### src/rtl/msub_pkg.sv
package msub_pkg;
    typedef enum logic [1:0] {
        CLIP_PASS = 2'd0,
        CLIP_HIGH = 2'd1,
        CLIP_LOW  = 2'd2
    } clip_e;
endpackage

### src/rtl/msub_delay.sv
module msub_delay #(
    parameter int W     = 8,
    parameter int DEPTH = 1
) (
    input  logic         clk,
    input  logic         rst,
    input  logic [W-1:0] d,
    output logic [W-1:0] q
);
    logic [W-1:0] tap [DEPTH];

    always_ff @(posedge clk) begin
        if (rst) begin
            for (int i = 0; i < DEPTH; i++) tap[i] <= '0;
        end else begin
            tap[0] <= d;
            for (int i = 1; i < DEPTH; i++) tap[i] <= tap[i-1];
        end
    end

    assign q = tap[DEPTH-1];
endmodule

### src/rtl/msub_mult.sv
module msub_mult #(
    parameter int W      = 16,
    parameter int F      = 8,
    parameter int STAGES = 2,
    localparam int PW    = 2*W - F
) (
    input  logic                 clk,
    input  logic                 rst,
    input  logic                 vin,
    input  logic signed [W-1:0]  a,
    input  logic signed [W-1:0]  b,
    output logic                 vout,
    output logic signed [PW-1:0] p
);
    logic signed [2*W-1:0] full_p;
    logic signed [2*W-1:0] shifted;
    logic                  v1;
    logic signed [PW-1:0]  p1;

    assign full_p  = a * b;
    assign shifted = full_p >>> F;

    // first register stage: product with fraction dropped
    always_ff @(posedge clk) begin
        if (rst) begin
            v1 <= 1'b0;
            p1 <= '0;
        end else begin
            v1 <= vin;
            p1 <= shifted[PW-1:0];
        end
    end

    generate
        if (STAGES > 1) begin : g_tail
            logic [PW:0] tail_q;
            msub_delay #(.W(PW+1), .DEPTH(STAGES-1)) u_tail (
                .clk(clk), .rst(rst), .d({v1, p1}), .q(tail_q)
            );
            assign vout = tail_q[PW];
            assign p    = $signed(tail_q[PW-1:0]);
        end else begin : g_direct
            assign vout = v1;
            assign p    = p1;
        end
    endgenerate

    // the registered product is the floor of the exact product
    logic signed [2*W-1:0] back;
    localparam logic signed [2*W-1:0] FSCALE = (2*W)'(1) << F;
    assign back = {p1, {F{1'b0}}};

    a_r3_floor_product: assert property (@(posedge clk) disable iff (rst)
        v1 |-> (($past(full_p) - back) >= 0) && (($past(full_p) - back) < FSCALE));
endmodule

### src/rtl/msub_satsub.sv
module msub_satsub
    import msub_pkg::*;
#(
    parameter int W  = 16,
    parameter int PW = 24,
    localparam int SW = PW + 1
) (
    input  logic                 clk,
    input  logic                 rst,
    input  logic                 vin,
    input  logic signed [W-1:0]  a,
    input  logic signed [PW-1:0] b,
    output logic                 vout,
    output logic signed [W-1:0]  res
);
    localparam logic signed [SW-1:0] HI = {{(SW-W+1){1'b0}}, {(W-1){1'b1}}};
    localparam logic signed [SW-1:0] LO = {{(SW-W+1){1'b1}}, {(W-1){1'b0}}};

    logic signed [SW-1:0] ax, bx, diff;
    clip_e                cls;

    assign ax   = {{(SW-W){a[W-1]}}, a};
    assign bx   = {b[PW-1], b};
    assign diff = ax - bx;

    always_comb begin
        if (diff > HI)      cls = CLIP_HIGH;
        else if (diff < LO) cls = CLIP_LOW;
        else                cls = CLIP_PASS;
    end

    always_ff @(posedge clk) begin
        if (rst) begin
            vout <= 1'b0;
            res  <= '0;
        end else begin
            vout <= vin;
            unique case (cls)
                CLIP_HIGH: res <= HI[W-1:0];
                CLIP_LOW:  res <= LO[W-1:0];
                default:   res <= diff[W-1:0];
            endcase
        end
    end

    // a clipped code only appears when the difference was out of range
    a_r5_clip_high_cause: assert property (@(posedge clk) disable iff (rst)
        (vout && res == HI[W-1:0]) |-> ($past(diff) >= HI));
    a_r5_clip_low_cause: assert property (@(posedge clk) disable iff (rst)
        (vout && res == LO[W-1:0]) |-> ($past(diff) <= LO));
    // in-range differences pass unchanged
    a_r2_pass_exact: assert property (@(posedge clk) disable iff (rst)
        (vin && diff <= HI && diff >= LO) |=> (res == $past(diff[W-1:0])));
endmodule

### src/rtl/msub_elem.sv
module msub_elem #(
    parameter int DATA_W  = 16,
    parameter int FRAC_W  = 8,
    parameter int DIV_LAT = 4,
    parameter int MUL_LAT = 2
) (
    input  logic              clk,
    input  logic              rst,
    input  logic              valid_in,
    input  logic [DATA_W-1:0] cur_in,
    input  logic [DATA_W-1:0] col_in,
    input  logic [DATA_W-1:0] quot_in,
    output logic              valid_out,
    output logic [DATA_W-1:0] res_out
);
    localparam int PW  = 2*DATA_W - FRAC_W;
    localparam int TOT = DIV_LAT + MUL_LAT + 1;
    localparam int CW  = $clog2(TOT + 2) + 1;

    logic [DATA_W:0]          col_q;
    logic [DATA_W-1:0]        cur_q;
    logic                     mul_v;
    logic signed [PW-1:0]     mul_p;
    logic signed [DATA_W-1:0] sub_res;

    // pivot-column operand waits for its quotient
    msub_delay #(.W(DATA_W+1), .DEPTH(DIV_LAT)) u_col_dly (
        .clk(clk), .rst(rst), .d({valid_in, col_in}), .q(col_q)
    );

    // minuend waits for the product
    msub_delay #(.W(DATA_W), .DEPTH(DIV_LAT+MUL_LAT)) u_cur_dly (
        .clk(clk), .rst(rst), .d(cur_in), .q(cur_q)
    );

    msub_mult #(.W(DATA_W), .F(FRAC_W), .STAGES(MUL_LAT)) u_mul (
        .clk(clk), .rst(rst), .vin(col_q[DATA_W]),
        .a($signed(quot_in)), .b($signed(col_q[DATA_W-1:0])),
        .vout(mul_v), .p(mul_p)
    );

    msub_satsub #(.W(DATA_W), .PW(PW)) u_sub (
        .clk(clk), .rst(rst), .vin(mul_v),
        .a($signed(cur_q)), .b(mul_p),
        .vout(valid_out), .res(sub_res)
    );

    assign res_out = sub_res;

    // occupancy and fill counters for the timing checks
    logic [CW-1:0] inflight;
    logic [CW-1:0] since_rst;

    always_ff @(posedge clk) begin
        if (rst) begin
            inflight  <= '0;
            since_rst <= '0;
        end else begin
            inflight <= inflight + CW'(valid_in) - CW'(valid_out);
            if (since_rst < CW'(TOT)) since_rst <= since_rst + 1'b1;
        end
    end

    a_r4_no_early_valid: assert property (@(posedge clk) disable iff (rst)
        (since_rst < CW'(TOT)) |-> !valid_out);
    a_r6_inflight_bound: assert property (@(posedge clk) disable iff (rst)
        inflight <= CW'(TOT));
    a_r1_reset_clear: assert property (@(posedge clk)
        $past(rst) |-> (!valid_out && res_out == '0));
endmodule

### config.mk
export PLATFORM = sky130hd
export DESIGN_NAME = msub_elem
export DESIGN_NICKNAME = d
export VERILOG_FILES = /design/src/rtl/msub_pkg.sv /design/src/rtl/msub_delay.sv /design/src/rtl/msub_mult.sv /design/src/rtl/msub_satsub.sv /design/src/rtl/msub_elem.sv
export SDC_FILE = /design/constraint.sdc
export NUM_CORES = 1
export LEC_CHECK = 0
export BUFFER_PORTS_ARGS = -buffer_cell sky130_fd_sc_hd__clkbuf_2
export CORE_MARGIN = 10
export CORE_UTILIZATION = 55
export CTS_BUF_LIST = sky130_fd_sc_hd__clkbuf_4 sky130_fd_sc_hd__clkbuf_8 sky130_fd_sc_hd__clkbuf_16
export CTS_CLUSTER_DIAMETER = 40
export CTS_CLUSTER_SIZE = 25
export DETAILED_ROUTE_END_ITERATION = 8
export PLACE_DENSITY = 0.83
export SYNTH_ARGS = -nofsm -noshare
export SYNTH_HDL_FRONTEND = slang
export SYNTH_SLANG_ARGS = --single-unit
### constraint.sdc
create_clock -name clk -period 8.05 [get_ports clk]
set_input_delay 0.4025 -clock clk [delete_from_list [all_inputs] [get_ports clk]]
set_output_delay 0.4025 -clock clk [all_outputs]
set_load 0.05 [all_outputs]
==> reports/results.ini <==
[outcome]
outcome=completed

[detailed_routing]
drc=0
avgViaCountPerCell=5.11
dr.first_iter.drc_count=623
finalWirelength_mm=32.7
vias=11100
wl_per_cell_um=15.0
first_pass_iters=5
ant_nets=0

[sta]
hold_viol_final=0
drv_slew=0
fmax_mhz=145
slew_headroom=0.291
skew_ps=15.7
fin_crit_ps=6870
setup_tns_ps=0
period_share=0.854
rsz0062_at_grt=no
fin_ws_ps=1180
worst_slew_pin_slew_ps=1040
setup_viol=0

[hold_path]
hp-class=input port to flip-flop

[layout]
areaGrowthSynthToFinish_pct=7.60
antenna_cells=0
nNetsFinal=2186
layout-drive-gt1-share=0.0700
fin_util=0.601

[yosys]
async_flop_share=0
ys_warn_count=0
post_synth.cell_area_avg_um2=9.83
synth_area_mm2=0.0171
ys_ff_latch=231
synthCells=1742
synth.net_count=2158
synth_edf_count=0
ys_types=58
ys.flop_type=dfxtp_1
ys_seq_area_frac=0.270

[grt]
met1_usage=0.214
grt_util_met2=0.304
track_usage=0.174
grt_most_used_layer=met2
grt_pass1_vias=12000
grt_overflow_total=0
use_met3=0.0317
grt_max_degree=132
antenna_found_initial=0
grt_pass1_wl_mm=55.9

[power_and_ir_drop]
p_int_mw=1.95
p_switching_uw=868
ir_worst_vdd_mv=0.194
pwr-share-seq=0.438
leakage_nw=8.94
power_density_mw_per_mm2=153
p_clk_frac=0.347
p_sw_frac=0.308
pwr-share-comb=0.215

[die]
core-area_mm2=0.0307
ioPinCount=68
fp.dieH_um=196
initial_utilization=0.558
die_w_um=196
num_rows=64
dieArea_mm2=0.0386

[place]
io_buffers=67
pre_cts_ws_ps=1100
gp_congestion=0.932
dpl.hpwl_mm=25.9

[clock_tree]
cts.path.max_buffers=3
cts_setup_buffers=0
holdBufCountCts=0
cts_resized=0
cts_tree=done
clk_latency_ps=510
cts-root-buf=clkbuf_16
htreeDepth=1
path_clk_slew_ps=70
cts_sinks=231
numCtsBuffers=21

[setup_path]
cp-start-kind=flip-flop
arrival_ps=7240
critPathRequiredTime_ps=8420
crit_type=flip-flop to flip-flop
crit_fanout=16
cp-end-kind=flip-flop

[job]
cap_violations=0

[area by class of cell]
class	instances	area [um2]
fill	2506	12300
clock inverter	15	160
multi-input combinational	1129	11000
sequential	231	4620
clock buffer	23	541
timing repair buffer	70	364
tap	396	495
inverter	317	1190
[Yosys cell counts, types with 17 or more instances]
cell type | count | share of area
o21ai_0 | 24 | 0.0070
xnor2_1 | 32 | 0.016
ha_1 | 103 | 0.075
nand2_1 | 131 | 0.029
and2_1 | 123 | 0.045
nor2b_1 | 199 | 0.073
clkbuf_1 | 61 | 0.013
a21oi_1 | 42 | 0.012
nor2_1 | 57 | 0.013
xor2_1 | 17 | 0.0087
dfxtp_1 | 231 | 0.27
inv_1 | 317 | 0.070
fa_1 | 262 | 0.31
[per-layer routing]
metal	wire length (um)	share of wire
met1	13800	0.42
met4	867	0.026
met5	0	0
met2	16000	0.49
met3	2110	0.064
[cell families after synthesis]
logic type | Yosys count | share of synthesized area
adder cells (fa/ha/maj) | 365 | 0.382
XOR/XNOR | 49 | 0.0251
flip-flops | 231 | 0.270
buffers and inverters | 382 | 0.0846
AO/OA/AOI/OAI | 145 | 0.0577
multiplexers | 1 | 0.000658
AND/OR/NAND/NOR | 569 | 0.180
[metrics by stage]
step                      area (um2)  total power [mW]  hold slack (ps)  std cells
final                          18400              2.82             93.7       2181
after global routing           18400              2.97             77.3       2181
after CTS                      18400              2.85             76.2       2181
after detailed placement       17700              1.87              420       2143
after global placement         17700              1.85              416       2143
after floorplan                17100              1.73              414       1742
[critical path, cell delays in order, from the launching register on]
cell and delay, ps:
dfxtp_1 680, nand2_1 200, inv_1 150, fa_1 540, fa_1 570, fa_1 470, fa_1 520, fa_1 500
inv_1 50, fa_1 480, inv_1 50, ha_1 330, a21o_1 180, a21oi_1 190, nand3b_1 100, a2111oi_0 880
o31a_1 330, o21ai_0 150, a21oi_1 210, xnor2_1 130, nor2_1 50
[worst paths after layout]
kind                                    from                              end  slack, ps  depth (start not counted)
min                                cur_in[6]   u_cur_dly.tap[0][6]$_SDFF_PP0_         90                          2
max           u_col_dly.tap[3][1]$_SDFF_PP0_          u_mul.p1[23]$_SDFF_PP0_       1180                         20
min reg2reg  u_col_dly.tap[0][10]$_SDFF_PP0_  u_col_dly.tap[1][10]$_SDFF_PP0_        430                          1
max reg2reg   u_col_dly.tap[3][1]$_SDFF_PP0_          u_mul.p1[23]$_SDFF_PP0_       1180                         20
[registers in the layout (all words and copies together) (netlist names)]
register,flops
u_col_dly.tap,68
u_cur_dly.tap,96
u_mul.g_tail.u_tail.tap,25
u_mul.p1,24
u_mul.v1,1
u_sub.res,16
u_sub.vout,1
[layout by cell type (no fill, tap or decap), types with 24 or more instances in the layout]
master	instances
a21oi_1	42
and2_1	123
clkbuf_2	66
dfxtp_1	231
fa_1	262
ha_1	103
inv_1	317
nand2_1	131
nor2_1	57
nor2b_1	199
o21ai_0	24
xnor2_1	32
[power groups by stage]
stage / Combinational, mW / Clock [mW] / Sequential (mW)
6_report: 0.606 / 0.979 / 1.23
5_1_grt: 0.674 / 1.05 / 1.24
4_1_cts: 0.608 / 1.00 / 1.23
3_5_place_dp: 0.606 / 0 / 1.26
3_3_place_gp: 0.586 / 0 / 1.26
2_1_floorplan: 0.380 / 0 / 1.35
Power figures use the tool's default switching activity.
